File: src/rtl/fft_sdc_pkg.sv
package fft_sdc_pkg;
  function automatic int unsigned half_words(input int unsigned n, input int unsigned stage);
    return 2 * (n >> stage);
  endfunction
endpackage

File: src/rtl/fft_sdc_ctrl.sv
module fft_sdc_ctrl #(
  parameter int unsigned N     = 16,
  parameter int unsigned STAGE = 1
) (
  input  logic clk_i,
  input  logic rst_ni,
  input  logic adv_i,
  output logic phase_b_o,
  output logic odd_o
);
  localparam int unsigned DW  = fft_sdc_pkg::half_words(N, STAGE);
  localparam int unsigned CW  = $clog2(2 * N);
  localparam int unsigned PHB = $clog2(DW);

  logic [CW-1:0] cnt_q;

  always_ff @(posedge clk_i or negedge rst_ni) begin
    if (!rst_ni)    cnt_q <= '0;
    else if (adv_i) cnt_q <= cnt_q + 1'b1;
  end

  assign phase_b_o = cnt_q[PHB];
  assign odd_o     = cnt_q[0];

  AST_CNT_HOLD: assert property (@(posedge clk_i) disable iff (!rst_ni)
    !adv_i |=> $stable(cnt_q));
  AST_PAR_FLIP: assert property (@(posedge clk_i) disable iff (!rst_ni)
    adv_i |=> odd_o != $past(odd_o));
endmodule

File: src/rtl/fft_sdc_delay.sv
module fft_sdc_delay #(
  parameter int unsigned W     = 8,
  parameter int unsigned DEPTH = 16
) (
  input  logic         clk_i,
  input  logic         rst_ni,
  input  logic         en_i,
  input  logic [W-1:0] d_i,
  output logic [W-1:0] q_o
);
  logic [W-1:0] tap_q [DEPTH];

  for (genvar i = 0; i < DEPTH; i++) begin : g_tap
    always_ff @(posedge clk_i or negedge rst_ni) begin
      if (!rst_ni)   tap_q[i] <= '0;
      else if (en_i) tap_q[i] <= (i == 0) ? d_i : tap_q[(i == 0) ? 0 : i - 1];
    end
  end

  assign q_o = tap_q[DEPTH-1];
endmodule

File: src/rtl/fft_sdc_addsub.sv
module fft_sdc_addsub #(
  parameter int unsigned W = 8
) (
  input  logic signed [W-1:0] a_i,
  input  logic signed [W-1:0] b_i,
  output logic signed [W:0]   sum_o,
  output logic signed [W:0]   dif_o
);
  logic signed [W:0] a_x, b_x;
  assign a_x   = {a_i[W-1], a_i};
  assign b_x   = {b_i[W-1], b_i};
  assign sum_o = a_x + b_x;
  assign dif_o = a_x - b_x;
endmodule

File: src/rtl/fft_sdc_stage.sv
module fft_sdc_stage #(
  parameter int unsigned N     = 16,
  parameter int unsigned STAGE = 1,
  parameter int unsigned W     = 8
) (
  input  logic                clk_i,
  input  logic                rst_ni,
  input  logic                valid_i,
  input  logic signed [W-1:0] data_i,
  output logic                valid_o,
  output logic                im_o,
  output logic signed [W:0]   sum_o,
  output logic signed [W:0]   dif_o
);
  localparam int unsigned DW = fft_sdc_pkg::half_words(N, STAGE);

  logic              phase_b, odd;
  logic [W-1:0]      head;
  logic signed [W:0] sum_c, dif_c;
  logic              fire;

  fft_sdc_ctrl #(.N(N), .STAGE(STAGE)) u_ctrl (
    .clk_i, .rst_ni, .adv_i(valid_i), .phase_b_o(phase_b), .odd_o(odd)
  );

  fft_sdc_delay #(.W(W), .DEPTH(DW)) u_dly (
    .clk_i, .rst_ni, .en_i(valid_i), .d_i(data_i), .q_o(head)
  );

  fft_sdc_addsub #(.W(W)) u_bfly (
    .a_i(signed'(head)), .b_i(data_i), .sum_o(sum_c), .dif_o(dif_c)
  );

  assign fire = valid_i && phase_b;

  always_ff @(posedge clk_i or negedge rst_ni) begin
    if (!rst_ni) begin
      valid_o <= 1'b0;
      im_o    <= 1'b0;
      sum_o   <= '0;
      dif_o   <= '0;
    end else begin
      valid_o <= fire;
      if (fire) begin
        im_o  <= odd;
        sum_o <= sum_c;
        dif_o <= dif_c;
      end
    end
  end

  AST_GAP_NO_OUT: assert property (@(posedge clk_i) disable iff (!rst_ni)
    !valid_i |=> !valid_o);
  AST_GAP_HOLD: assert property (@(posedge clk_i) disable iff (!rst_ni)
    !valid_i |=> $stable(sum_o) && $stable(dif_o) && $stable(im_o));
  AST_NO_OVERFLOW: assert property (@(posedge clk_i) disable iff (!rst_ni)
    valid_o |-> ($signed({sum_o[W], sum_o}) - $signed({dif_o[W], dif_o}))
                == ($signed({{2{$past(data_i[W-1])}}, $past(data_i)}) <<< 1));
  AST_PAIR_OLD: assert property (@(posedge clk_i) disable iff (!rst_ni)
    valid_o |-> $past(valid_i));
endmodule

File: config.mk
export PLATFORM = sky130hd
export DESIGN_NAME = fft_sdc_stage
export DESIGN_NICKNAME = d
export VERILOG_FILES = /design/src/rtl/fft_sdc_pkg.sv /design/src/rtl/fft_sdc_ctrl.sv /design/src/rtl/fft_sdc_delay.sv /design/src/rtl/fft_sdc_addsub.sv /design/src/rtl/fft_sdc_stage.sv
export SDC_FILE = /design/constraint.sdc
export NUM_CORES = 1
export LEC_CHECK = 0
export BUFFER_PORTS_ARGS = -buffer_cell sky130_fd_sc_hd__buf_4
export CAP_MARGIN = 40
export CORE_UTILIZATION = 57
export CTS_CLUSTER_DIAMETER = 50
export CTS_CLUSTER_SIZE = 40
export DETAILED_ROUTE_END_ITERATION = 12
export PLACE_DENSITY = 0.75
export REMOVE_ABC_BUFFERS = 1
export SLEW_MARGIN = 15
export SYNTH_ARGS = -nofsm -noshare
export SYNTH_HDL_FRONTEND = slang
export SYNTH_SLANG_ARGS = --single-unit
export TNS_END_PERCENT = 100
File: constraint.sdc
create_clock -name clk_i -period 2.45 [get_ports clk_i]
set_input_delay 0.1225 -clock clk_i [delete_from_list [all_inputs] [get_ports clk_i]]
set_output_delay 0.1225 -clock clk_i [all_outputs]
set_load 0.005 [all_outputs]
* Word level (Yosys, flattened, before mapping)
Cells that the tools add are included.
Word-level totals: logic and storage cells 25, output and inout bits 20, flip-flop bits (word level) 153
Operators by class: $add $sub $neg 3, reductions and logical operators 1
Operators with widths (count):
- $add A8 B8 Y9 | 1
- $sub A8 B8 Y9 | 1
- $add A5 B1 Y5 const B | 1
- $logic_and A1 B1 Y1 | 1

* Longest topological paths before layout
depth after elaboration 1, depth in mapped cells 7

* Modules after synthesis
A second synthesis with hierarchy kept.
Unflattened totals: cell total of the unflattened synthesis 435, area total of the unflattened synthesis 6627.6 sq um
Modules (own cells, without submodules):
- fft_sdc_delay | area an instance 4882.2 sq um, cells an instance 278, instances 1, sequential area each 3203.1 sq um
- fft_sdc_stage | area an instance 818.3 sq um, cells an instance 43, instances 1, sequential area each 500.5 sq um
- fft_sdc_addsub | area an instance 726.9 sq um, cells an instance 100, instances 1, sequential area each 0.0 sq um
- fft_sdc_ctrl | area an instance 200.2 sq um, cells an instance 14, instances 1, sequential area each 125.1 sq um

* Worst setup path after synthesis
Ideal clock, no wire load.
path kind register -> register, start point register u_dly.tap_q (netlist bit u_dly.q_o[0]), end point register sum_o[6], cell stages (with the launch flop) 7, slack 623 ps, data arrival time 1745 ps, library setup time 82 ps, path through dfrtp_1 -> ha_1 -> fa_1 -> nand2b_1 -> a2111oi_2 -> or4_1 -> a31oi_1
Between the ends: longest elaborated chain between the ends 1
RTL lines:
- start: declaration | line fft_sdc_delay.sv:11 | logic [W-1:0] tap_q [DEPTH];
- start signal: indexed assignment | line fft_sdc_delay.sv:16 | else if (en_i) tap_q[i] <= (i == 0) ? d_i : tap_q[(i == 0) ? 0 : i - 1];
- $add A8 B8 Y9 | line fft_sdc_addsub.sv:12 | assign sum_o = a_x + b_x;
- end signal: assignment | line fft_sdc_stage.sv:46 | sum_o <= sum_c;
- end: declaration | line fft_sdc_stage.sv:12 | output logic signed [W:0] sum_o,
No other way between the ends. A chain may end at the register's enable or synchronous reset.

* Final worst setup path
Same ends and word-level chain as after synthesis.

==> flow_summary.yaml <==
run_status:
  status: "finished, final reports clean"
setup_path:
  cp_slowest_cell: "or4_1"
  path_buf_inv: 0
  cp_top_family: "adder cells"
  reg2reg_slack_ns: 0.48
  r2r_cells: 6
  worstSetupPathDepth: 6
  crit_chain: "ha_1 -> fa_1 -> nand2b_1 -> a2111oi_2 -> or4_1 -> a31oi_1"
  worst_setup_path_end_kind: "flop"
  start_kind: "flop"
  critPathArrivalTime_ns: 2.41
  cpPeakStageDelay_ns: 0.47
  cp_data_required_time_ns: 2.89
  cp_max_fo: 3
  worstSetupPathType: "reg2reg"
layout:
  regArea_um2: 3804
  finish.utilization_pct: 68.43
  diodes: 0
  syn_to_final_growth_pct: 16.42
  drive_gt1_share_pct: 38.49
  fin_cells: 644
  multi_input_area_um2: 2416
  nFillCells: 770
  fin_nets: 523
cts:
  path_clk_slew_ns: 0.06
  cts_resized: 0
  cts_tree: "built"
  cts_setup_buffers: 0
  htreeDepth: 4
  clock_sinks: 152
  insertion_delay_ns: 0.52
  cts_root_buffer: "clkbuf_8"
  cts_buffers: 17
  clock_path_buffers: 2
floorplan:
  start_util_pct: 58.78
  die_h_um: 108.0
  rows: 38
  coreArea_um2: 10890
  io_pins: 31
  dieArea_um2: 11660
  dieWidth_um: 108.0
synthesis:
  synth_edf_count: 0
  synth_area_um2: 6400
  async_flop_share_pct: 100.0
  synth_cells: 456
  yosys_warnings: 0
  avgSynthCellArea_um2: 14.03
  ys_types: 45
  ys.flop_type: "dfrtp_1"
  ys_seq_area_share_pct: 59.43
  synth-seq-cells: 152
timing:
  timing.fmax_ghz: 0.5068
  max_slew_margin_pct: 53.46
  maxSlewViolCount: 0
  setup_violations: 0
  rsz0062_at_grt: "false"
  period_share_pct: 80.55
  timing.setup.tns_ns: 0
  finalHoldViolCount: 0
  worst_pin_slew_ns: 0.6980
  fin_worst_skew_ns: 0.003672
  whs_ns: 0.09783
  finalCriticalPeriod_ns: 1.973
detailed_routing:
  drt_wl_total_mm: 10.16
  vias: 3574
  wl_per_cell_um: 15.78
  dr.pass1.iters: 4
  vias_per_cell: 5.550
  ant_nets: 0
  drc_errors: 0
  drt-initial-drc-count: 185
global_route:
  grt_pass1_wl_mm: 17.39
  antenna_found_initial: 0
  grtUsageTotal_pct: 19.88
  grt_pass1_vias: 3638
  grt_max_degree: 136
  grt_remaining_overflow: 0
power:
  p_leak_nw: 3.340
  powerDensity_nw_per_um2: 1222
  report.power.total_mw: 9.104
  vdd_drop_max_v: 0.0008397
placement:
  hpwl_mm: 6.429
  io_buffers: 30
  place_inst: 605
  place_congestion: 0.8074
flow_run:
  drv_cap: 0
min_path:
  hold_path.class: "in2async"
==> report_power, final <==
group | internal [mW] | switching [mW] | total [mW]
Sequential | 3.51 | 0.555 | 4.07
Combinational | 1.29 | 1.01 | 2.30
Clock | 1.79 | 0.940 | 2.73
==> path summary, 6_finish.rpt <==
path | startpoint | to
worst max register to register | u_dly.q_o[0] | sum_o[6]
max in group asynchronous | rst_ni | u_dly.tap_q[70]
worst min register to register | u_ctrl.cnt_q[4] | u_ctrl.cnt_q[4]
worst min-delay path | rst_ni | u_dly.tap_q[93]
worst max-delay path | u_dly.q_o[0] | sum_o[6]
min in group clk_i | valid_i | im_o
==> layout by cell type, fill, tap and decap left out, drive strengths merged, types with 4 or more instances in the layout <==
cell type,count
nor3,7
a21oi,6
dfrtp,152
mux2,127
clkbuf,21
nand3,5
inv,14
o21ai,11
a211oi,5
buf,35
nand2,18
nor2,11
o21a,4
nand2b,5
bufinv,5
o31ai,5
ha,17
dlygate4sd3,9
==> cells by family after synthesis <==
logic type | synth area share (%)
buf+inv | 2.815
flops | 59.43
compound gates | 5.415
xor+xnor | 0.8213
fa+ha+maj | 3.949
mux | 22.50
simple gates | 5.063
==> stage by stage <==
step / instance area (um^2) / setup slack [ns]
6_report: 7451 / 0.4766
5_1_grt: 7451 / 0.3772
4_1_cts: 7451 / 0.4889
3_5_place_dp: 6739 / 0.5088
3_3_place_gp: 6739 / 0.5409
2_1_floorplan: 6272 / 0.5466
==> registers in the layout (all words and copies together), names as in the netlist <==
| name | flops |
|---|---|
| u_dly.tap_q | 120 |
| dif_o | 9 |
| sum_o | 8 |
| u_dly.q_o | 8 |
| u_ctrl.cnt_q | 5 |
| im_o | 1 |
| valid_o | 1 |
==> cells in the mapped netlist (6+ instances only) <==
library cell	number	share of area [%]
ha_1	17	3.3
buf_1	8	0.47
nor3_1	7	0.55
o21ai_0	11	0.86
a21oi_1	6	0.47
mux2_2	127	22
nor2_1	11	0.65
inv_1	13	0.76
buf_2	12	0.94
dfrtp_1	152	59
nand2_1	18	1.1
==> worst reg2reg max path: cells and delay by family (launching register included) <==
kind	cells	cell delay (ns)
fa+ha+maj	2	0.62
simple gates	2	0.61
flops	1	0.38
compound gates	2	0.27
==> per-layer routing <==
layer  wire length, um  GRT usage, %
met2              4929         31.21
met4               165         7.436
met3               383         6.510
met5                 0             0
met1              4683         25.85
==> area by class of cell <==
class	instances	share of cell area (%)
clock buffer	21	6.029
timing repair buffer	44	5.122
tap	140	2.351
clock inverter	9	2.317
sequential	152	51.05
multi-input combinational	264	32.43
inverter	14	0.7053
==> what timing repair did <==
item | CTS | global route
hold endpoints to repair | 74 | 0
hold buffers | 9 | 0
endpoints found under the setup margin | 0 | 0
Power figures use the tool's default switching activity.
